## src/rtl/pwc_pkg.sv

```systemverilog
package pwc_pkg;

  // Line phases seen by the window state machine
  typedef enum logic [1:0] {
    PH_IDLE   = 2'd0,
    PH_BLANK  = 2'd1,
    PH_WAIT   = 2'd2,
    PH_ACTIVE = 2'd3
  } pwc_phase_e;

endpackage

```

## src/rtl/pwc_porch_timer.sv

```systemverilog
module pwc_porch_timer #(
  parameter int CW = 8,
  localparam int TW = CW + 2
) (
  input  logic          clk,
  input  logic          rst,
  input  logic          line_start,
  input  logic [CW-1:0] len_sync,
  input  logic [CW-1:0] len_bgap,
  input  logic [CW-1:0] len_burst,
  input  logic [CW-1:0] len_cbp,
  output logic          porch_reached
);

  logic [TW-1:0] total;
  logic [TW-1:0] pos;

  assign total = TW'(len_sync) + TW'(len_bgap) + TW'(len_burst) + TW'(len_cbp);

  // pos holds k before the k-th edge after the line-start edge, then saturates
  always_ff @(posedge clk) begin
    if (rst) begin
      pos <= '0;
    end else if (line_start) begin
      pos <= TW'(1);
    end else if (pos != '0 && pos < total) begin
      pos <= pos + TW'(1);
    end
  end

  assign porch_reached = (pos != '0) && (pos >= total);


  pos_keeps_running_chk: assert property (@(posedge clk) disable iff (rst)
    (pos != '0 && !line_start) |=> (pos != '0));

endmodule

```

## src/rtl/pwc_lead_tracker.sv

```systemverilog
module pwc_lead_tracker #(
  parameter int LEAD = 4,
  localparam int LW = $clog2(LEAD + 1)
) (
  input  logic clk,
  input  logic rst,
  input  logic line_start,
  input  logic armed,
  input  logic win_in,
  output logic lead_ready
);

  logic          win_d;
  logic          seen;
  logic [LW-1:0] lead_cnt;
  logic          rise;

  assign rise = win_in & ~win_d;

  always_ff @(posedge clk) begin
    if (rst) begin
      win_d <= 1'b0;
    end else begin
      win_d <= win_in;
    end
  end

  // First honoured edge per line starts a saturating lead counter
  always_ff @(posedge clk) begin
    if (rst || line_start) begin
      seen     <= 1'b0;
      lead_cnt <= '0;
    end else if (armed && !seen && rise) begin
      seen     <= 1'b1;
      lead_cnt <= LW'(1);
    end else if (seen && lead_cnt < LW'(LEAD)) begin
      lead_cnt <= lead_cnt + LW'(1);
    end
  end

  assign lead_ready = seen && (lead_cnt >= LW'(LEAD));


  unarmed_edge_ignored_chk: assert property (@(posedge clk) disable iff (rst)
    (!armed && !seen) |=> !seen);


  first_edge_latched_chk: assert property (@(posedge clk) disable iff (rst)
    (seen && !line_start) |=> (seen && $stable(seen)));

endmodule

```

## src/rtl/pwc_window_fsm.sv

```systemverilog
module pwc_window_fsm
  import pwc_pkg::*;
#(
  parameter int DW = 8,
  parameter int AW = 10
) (
  input  logic          clk,
  input  logic          rst,
  input  logic          dir_out,
  input  logic          line_start,
  input  logic          porch_reached,
  input  logic          lead_ready,
  input  logic          win_in,
  input  logic [DW-1:0] pix_in,
  input  logic [AW-1:0] act_len,
  output logic          armed,
  output logic          pix_valid,
  output logic [DW-1:0] pix_out,
  output logic          ext_req,
  output logic          win_out
);

  pwc_phase_e    phase;
  logic [AW-1:0] run_cnt;
  logic          go;
  logic          stop;

  assign go    = dir_out || lead_ready;
  assign stop  = (!dir_out && !win_in) || (run_cnt >= act_len);
  assign armed = (phase == PH_BLANK) || (phase == PH_WAIT);

  always_ff @(posedge clk) begin
    if (rst || line_start) begin
      phase     <= rst ? PH_IDLE : PH_BLANK;
      pix_valid <= 1'b0;
      pix_out   <= '0;
      ext_req   <= 1'b0;
      win_out   <= 1'b0;
      run_cnt   <= '0;
    end else begin
      unique case (phase)
        PH_BLANK, PH_WAIT: begin
          if ((phase == PH_WAIT || porch_reached) && go) begin
            phase     <= PH_ACTIVE;
            pix_valid <= 1'b1;
            pix_out   <= pix_in;
            ext_req   <= 1'b0;
            win_out   <= dir_out;
            run_cnt   <= AW'(1);
          end else if (phase == PH_BLANK && porch_reached) begin
            phase   <= PH_WAIT;
            ext_req <= 1'b1;
          end
        end
        PH_ACTIVE: begin
          if (stop) begin
            phase     <= PH_IDLE;
            pix_valid <= 1'b0;
            pix_out   <= '0;
            win_out   <= 1'b0;
          end else begin
            pix_out <= pix_in;
            win_out <= dir_out;
            run_cnt <= run_cnt + AW'(1);
          end
        end
        default: begin
          pix_valid <= 1'b0;
          ext_req   <= 1'b0;
        end
      endcase
    end
  end


  valid_ext_excl_chk: assert property (@(posedge clk) disable iff (rst)
    !(pix_valid && ext_req));


  ext_drops_in_out_mode_chk: assert property (@(posedge clk) disable iff (rst)
    (ext_req && dir_out && !line_start) |=> !ext_req);


  strobe_inside_valid_chk: assert property (@(posedge clk) disable iff (rst)
    win_out |-> pix_valid);


  restart_clears_chk: assert property (@(posedge clk) disable iff (rst)
    line_start |=> (!pix_valid && !ext_req && !win_out));


  run_count_live_chk: assert property (@(posedge clk) disable iff (rst)
    pix_valid |-> (run_cnt != '0));

endmodule

```

## src/rtl/pixwin_ctl.sv

```systemverilog
module pixwin_ctl
  import pwc_pkg::*;
#(
  parameter int DW   = 8,
  parameter int CW   = 8,
  parameter int AW   = 10,
  parameter int LEAD = 4
) (
  input  logic          clk,
  input  logic          rst,
  input  logic          dir_out,
  input  logic          line_start,
  input  logic [CW-1:0] len_sync,
  input  logic [CW-1:0] len_bgap,
  input  logic [CW-1:0] len_burst,
  input  logic [CW-1:0] len_cbp,
  input  logic [AW-1:0] act_len,
  input  logic          win_in,
  input  logic [DW-1:0] pix_in,
  output logic          win_out,
  output logic          win_oe,
  output logic [DW-1:0] pix_out,
  output logic          pix_valid,
  output logic          ext_req
);

  logic porch_reached;
  logic lead_ready;
  logic armed;

  always_ff @(posedge clk) begin
    if (rst) begin
      win_oe <= 1'b0;
    end else begin
      win_oe <= dir_out;
    end
  end

  pwc_porch_timer #(.CW(CW)) u_timer (
    .clk          (clk),
    .rst          (rst),
    .line_start   (line_start),
    .len_sync     (len_sync),
    .len_bgap     (len_bgap),
    .len_burst    (len_burst),
    .len_cbp      (len_cbp),
    .porch_reached(porch_reached)
  );

  pwc_lead_tracker #(.LEAD(LEAD)) u_lead (
    .clk       (clk),
    .rst       (rst),
    .line_start(line_start),
    .armed     (armed),
    .win_in    (win_in),
    .lead_ready(lead_ready)
  );

  pwc_window_fsm #(.DW(DW), .AW(AW)) u_fsm (
    .clk          (clk),
    .rst          (rst),
    .dir_out      (dir_out),
    .line_start   (line_start),
    .porch_reached(porch_reached),
    .lead_ready   (lead_ready),
    .win_in       (win_in),
    .pix_in       (pix_in),
    .act_len      (act_len),
    .armed        (armed),
    .pix_valid    (pix_valid),
    .pix_out      (pix_out),
    .ext_req      (ext_req),
    .win_out      (win_out)
  );


  pad_enable_chk: assert property (@(posedge clk) disable iff (rst)
    win_out |-> win_oe);

endmodule

```

## config.mk

```make
export PLATFORM = sky130hd
export DESIGN_NAME = pixwin_ctl
export DESIGN_NICKNAME = d
export VERILOG_FILES = /design/src/rtl/pwc_pkg.sv /design/src/rtl/pwc_porch_timer.sv /design/src/rtl/pwc_lead_tracker.sv /design/src/rtl/pwc_window_fsm.sv /design/src/rtl/pixwin_ctl.sv
export SDC_FILE = /design/constraint.sdc
export NUM_CORES = 1
export LEC_CHECK = 0
export BUFFER_PORTS_ARGS = -buffer_cell sky130_fd_sc_hd__buf_2
export CAP_MARGIN = 5
export CORE_UTILIZATION = 35
export CTS_CLUSTER_DIAMETER = 120
export DETAILED_ROUTE_END_ITERATION = 16
export PLACE_DENSITY = 0.6
export SLEW_MARGIN = 20
export SYNTH_ARGS = -nofsm -noshare
export SYNTH_HDL_FRONTEND = slang
export SYNTH_HIERARCHICAL = 1
export SYNTH_SLANG_ARGS = --single-unit
```

## constraint.sdc

```tcl
create_clock -name clk -period 11.05 [get_ports clk]
set_input_delay 0.5525 -clock clk [delete_from_list [all_inputs] [get_ports clk]]
set_output_delay 0.5525 -clock clk [all_outputs]
set_load 0.005 [all_outputs]
```

* Word level (Yosys, flattened, before mapping)
Cells that the tools add are included.
** Word-level totals
- Logic and storage cells :: 91
- Bits in latches :: 0
- RAM bits :: 0
- Memory bits (read-only) :: 0
- Input bits :: 55
- Memories :: 0
- Register bits :: 39
** Operators by class
- Magnitude comparators :: 5
- Shift operators :: 0
- Equality and inequality tests :: 9
- $mul :: 0
- Div/mod/pow operators :: 0
- $add $sub $neg :: 6
- Reductions and logical operators :: 30
- Muxes and demuxes :: 25
- Bitwise operators :: 3
** Operators with widths (number)
- $add 10x1->10 const B :: 2
- $add 10x8->10 :: 2
- $ge 10x10->1 :: 2
- $mux 10 :: 2
- $pmux 10 s2 :: 1
- $mux 8 :: 2
- $pmux 8 s2 :: 1
- $mux 1 :: 11
- $lt 10x10->1 :: 1
- $reduce_bool 10->1 :: 1
- $add 8x8->9 :: 1
- $logic_and 1x1->1 :: 9
- $mux 2 :: 4
- $ne 3x1->1 const B :: 2
- $pmux 1 s2 :: 3
- $reduce_and 2->1 :: 3
- $reduce_and 3->1 :: 2
- $reduce_bool 2->1 :: 3
- $reduce_or 2->1 :: 3
- $logic_or 1x1->1 :: 5
- $eq 2x2->1 const B :: 2
- $ne 2x1->1 const B :: 2
- $ne 4x1->1 const B :: 1
- $pmux 2 s2 :: 1
- other kinds (9) :: 12

* Longest topological paths before layout
- Depth in word-level cells :: 10
- Mapped depth :: 24

* By module
The synthesis kept the hierarchy.
** Modules (own cells, without submodules)
- pwc_porch_timer :: cells an instance 186, times used 1, area an instance 1505.2 um^2
- pwc_window_fsm :: cells an instance 153, times used 1, area an instance 1316.3 um^2
- pwc_lead_tracker :: cells an instance 21, times used 1, area an instance 217.7 um^2
- pixwin_ctl :: cells an instance 2, times used 1, area an instance 33.8 um^2

* Least setup slack after synthesis
No wires, ideal clock.
- Path kind :: input port to flip-flop
- Start :: input port len_sync[1]
- End :: register u_fsm.pix_out[0]
- Required time :: 10.922 ns
- Library setup time :: 0.128 ns
- Cell stages on the path :: 24
- Path buffers :: 1
- Arrival :: 5.387 ns
- Path slack :: 5.535 ns
- Cells stage by stage :: inv_1 -> fa_1 -> inv_1 -> fa_1 -> ha_1 -> inv_1 -> fa_1 -> nor2b_1 -> o21ai_0 -> a21boi_0 -> o21ai_0 -> a21bo_2 -> ha_1 -> a211oi_2 -> nor2_1 -> a2111oi_0 -> a21boi_0 -> o22a_1 -> mux2i_1 -> a21oi_2 -> o21a_1 -> buf_2 -> a22oi_1 -> nor2_1
** Between the ends
- Longest elaborated chain between the ends :: 9
** RTL lines
- start: declaration :: RTL line pixwin_ctl.sv:13 : input logic [CW-1:0] len_sync,
- $add 8x8->9 :: RTL line pwc_porch_timer.sv:18 : assign total = TW'(len_sync) + TW'(len_bgap) + TW'(len_burst) + TW'(len_cbp);
- $add 10x8->10 (2 in series) :: RTL line pwc_porch_timer.sv:18
- $ge 10x10->1 :: RTL line pwc_porch_timer.sv:31 : assign porch_reached = (pos != '0) && (pos >= total);
- $logic_and 1x1->1 :: RTL line pwc_porch_timer.sv:31
- named net porch_reached :: RTL line pixwin_ctl.sv:27 : logic porch_reached;
- $logic_or 1x1->1 :: RTL line pwc_window_fsm.sv:43 : if ((phase == PH_WAIT || porch_reached) && go) begin
- $logic_and 1x1->1 :: RTL line pwc_window_fsm.sv:43
- $ne 2x1->1 (no line)
- $reduce_and 2->1 (no line)
- end signal: assignment :: RTL line pwc_window_fsm.sv:46 : pix_out <= pix_in;
- end signal: assignment :: RTL line pwc_window_fsm.sv:62 : pix_out <= pix_in;
- end: declaration :: RTL line pwc_window_fsm.sv:18 : output logic [DW-1:0] pix_out,
The timed path passes the listed nets, and every way through them passes these cells.
A chain may end at the register's enable or synchronous reset.

* Worst setup path in the final report
- Start :: input port len_sync[1]
- End :: register u_fsm.pix_out[7]
Same word-level chain as after synthesis.

==> qor.csv <==
stage,metric,value,unit
detailed_routing,vias,2722,
grt,grt_overflow,0,
clock_tree,clk_pin_slew,0.08,ns
timing,finClkSkew,0.00616,ns
placed_design,numPortBuffers,66,
timing,tightest_slew,1.06,ns
worst_setup_path,crit_arrival,6.66,ns
detailed_routing,wirelength,6290,um
detailed_routing,drt_iter0_markers,68,
pwr,leakagePower,1.76,nW
final_layout,fillCellCount,853,
synth,synthSimpleGateAreaFrac,0.166,
final_layout,final-instance-count-excl-fill,535,
synth,ys_types,59,
timing,tns,0,ns
clock_tree,cts_resized,0,
synth,synth_fa_ha_area_frac,0.251,
detailed_routing,wl_per_cell,11.8,um
detailed_routing,drc,0,
synth,synth.cell_area,3070,um2
worst_setup_path,path_class,input port to flip-flop,
worst_setup_path,worstPathCellList,buf_2 -> inv_1 -> fa_1 -> inv_1 -> fa_1 -> ha_1 -> inv_1 -> fa_1 -> nor2b_1 -> o21ai_0 -> a21boi_0 -> o21ai_0 -> a21bo_2 -> ha_1 -> a211oi_2 -> nor2_1 -> a2111oi_0 -> a21boi_0 -> o22a_1 -> mux2i_1 -> a21oi_2 -> o21a_1 -> a22oi_1 -> nor2_1,
synth,synth_area_leaders,"dfxtp_1 (24%), ha_1 (15%), fa_1 (10%)",
clock_tree,cts_setup_buffers,0,
grt,track_usage,0.146,
floorplanning,row_count,33,
clock_tree,insertion_delay,0.29,ns
detailed_routing,vias_per_cell,5.09,
synth,synth-xor-area-share,0.0200,
floorplanning,dieArea,9160,um2
worst_setup_path,slowest_stage,a2111oi_0,
synth,ys_seq_elements,39,
synth,ys_seq_area_frac,0.261,
worst_setup_path,worst_setup_path_end_kind,flip-flop,
timing,grt_setup_unrepaired,false,
grt,grt_pass1_vias,2548,
clock_tree,cts_num_sinks,39,
final_layout,drive_gt1_frac,0.205,
synth,synth_edf_count,2,
worst_setup_path,critPathMaxStageDelay,0.80,ns
synth,yosys.area.top_type_share,0.241,
clock_tree,numCtsBuffers,5,
timing,finalCritPeriodShare,0.586,
clock_tree,htreeDepth,2,
grt,grt_pass1_wl,10700,um
timing,setup_viol,0,
final_layout,nets,536,
worst_setup_path,crit_path_start,len_sync[1],
synth,synthFlopType,dfxtp_1,
synth,synthMuxAreaShare,0.00977,
timing,finalHoldViolCount,0,
hold_path,hold_path.startpoint,u_fsm/run_cnt[9],
clock_tree,cts_tree,built,
final_layout,num_antenna_cells,0,
floorplanning,start_util,0.368,
pwr,total_power,0.447,mW
worst_setup_path,cp_data_required_time,11.23,ns
timing,finalCriticalPeriod,6.48,ns
timing,max_slew_margin,0.288,
detailed_routing,ant_nets,0,
synth,avgSynthCellArea,8.49,um2
placed_design,gp_congestion,0.776,
hold_path,hold_class,flip-flop to flip-flop,
status,outcome,completed,
clock_tree,ctsHoldBuffers,0,
detailed_routing,dr.pass1.iters,4,
floorplanning,fp.dieW,95.7,um
worst_setup_path,startpoint_type,input port,
synth,synth_compound_area_frac,0.204,
pwr,powerDensity,123,nW/um2
grt,antenna_found_initial,0,
placed_design,hpwl,4950,um
final_layout,area.growth.synth_to_final,18.4,%
worst_setup_path,crit_path_max_fanout,11,
timing,maxSlewViolCount,0,
floorplanning,die_height,95.7,um
floorplanning,core,8340,um2
synth,syn_nets,469,
clock_tree,clk_path_buf_depth,2,
grt,grt_max_degree,17,
synth,synth_top_family_by_area,adder cells,
flow_run,cap_viol_max_count,0,
synth,postSynthCellCount,362,
timing,fmax,154,MHz
clock_tree,cts_root_buf,clkbuf_8,
placed_design,dp.cells,527,
synth,yosysTopAreaCell,dfxtp_1,
worst_setup_path,r2r-start,u_timer/pos[3],
pwr,ir_drop,0.0000537,V
synth,postSynth.asyncResetShare,0,
synth,ys.warnings.count,6,
floorplanning,pin_count,67,
Yosys cell counts (all sizes together), types with 2 or more instances:
| master | number |
|---|---|
| a211oi | 5 |
| nand2b | 2 |
| ha | 36 |
| mux2i | 3 |
| or3 | 9 |
| xor2 | 5 |
| nand3 | 8 |
| o21ai | 17 |
| nand4 | 5 |
| edfxtp | 2 |
| o31ai | 6 |
| a31oi | 2 |
| or2 | 2 |
| fa | 16 |
| dfxtp | 37 |
| and4 | 2 |
| nor4 | 3 |
| clkbuf | 3 |
| nor2b | 4 |
| nor2 | 28 |
| o21a | 5 |
| o22ai | 3 |
| a21oi | 26 |
| buf | 3 |
| a22oi | 9 |
| or4 | 4 |
| nand4b | 2 |
| inv | 65 |
| a211o | 2 |
| nand2 | 24 |
| xnor2 | 2 |
| a21boi | 2 |
| o21bai | 2 |
final cells by class:
class	instances	area, um2	share of cell area
repair buffers	66	330	0.0908
inverters	65	244	0.0670
clock inverters	3	67.6	0.0186
multi-input cells	252	2000	0.549
flip-flops and latches	39	801	0.220
clock buffers	5	68.8	0.0189
well taps	105	131	0.0361
critical path: cells and delay by family:
kind            cells  cell delay [ns]
compound gates     11             2.99
fa+ha+maj           5             1.89
buf+inv             4             0.23
mux                 1             0.73
simple gates        3             0.26
power by group:
group,switching (mW),internal (mW)
sequential,0.00349,0.146
combinational,0.0856,0.0693
clock,0.0530,0.0901
total,0.142,0.305
flip-flops by register name, indices dropped and copies added, names as in the netlist:
name and flops:
u_fsm/win_out 1, u_lead/seen 1, win_oe 1, u_fsm/pix_valid 1, u_lead/lead_cnt 3, u_fsm/phase 2, u_timer/pos 10, u_fsm/pix_out 8
u_fsm/run_cnt 10, u_fsm/ext_req 1, u_lead/win_d 1
cell usage in the layout (no fill, tap or decap), types with 4 or more instances in the layout:
cell type,synthesis,routed
inv_1,65,65
or4_1,4,4
xor2_1,5,5
a211oi_1,4,4
a22oi_1,9,9
nand4_1,5,5
nand3_1,8,8
o21a_1,4,4
a21oi_1,24,24
nor2_1,28,28
fa_1,16,16
o31ai_1,6,6
dfxtp_1,37,37
buf_2,1,66
ha_1,36,36
clkbuf_8,0,5
o21ai_0,16,16
or3_1,7,7
nand2_1,24,24
worst paths after layout:
check | slack [ns] | to | cells past startpoint
setup / recovery | 4.57 | u_fsm/pix_out[7] | 24
hold / removal | 0.49 | u_fsm/run_cnt[9] | 2
setup reg to reg | 6.97 | u_fsm/pix_out[7] | 11
hold reg to reg | 0.49 | u_fsm/run_cnt[9] | 2
through the flow:
| step | hold slack (ns) | instance area (um2) | setup WS, ns | utilization |
|---|---|---|---|---|
| 5_1_grt | 0.492 | 3640 | 4.07 | 0.436 |
| 3_3_place_gp | 0.479 | 3500 | 4.48 | 0.420 |
| 2_1_floorplan | 0.462 | 3070 | 5.54 | - |
| 4_1_cts | 0.488 | 3640 | 4.58 | 0.436 |
| 3_5_place_dp | 0.484 | 3500 | 4.29 | 0.420 |
| 6_report | 0.492 | 3640 | 4.57 | 0.436 |
cell families (layout without fill, tap and decap cells):
family                     after synthesis  in the layout
AOI/OAI and AO/OA                       92             92
DFF                                     39             39
muxes                                    3              3
xor gates and xnor gates                 7              7
adders and majority gates               52             52
buffers and inverters                   71            139
and+or+nand+nor                         98             98
layer usage:
layer	vias up	global-route usage	routed length [um]
met3	6	0.0221	240
met5	-	0	0
met4	0	0.0473	72
met1	1265	0.173	2950
li1	1386	-	-
met2	65	0.268	3020
Power figures use the tool's default switching activity.
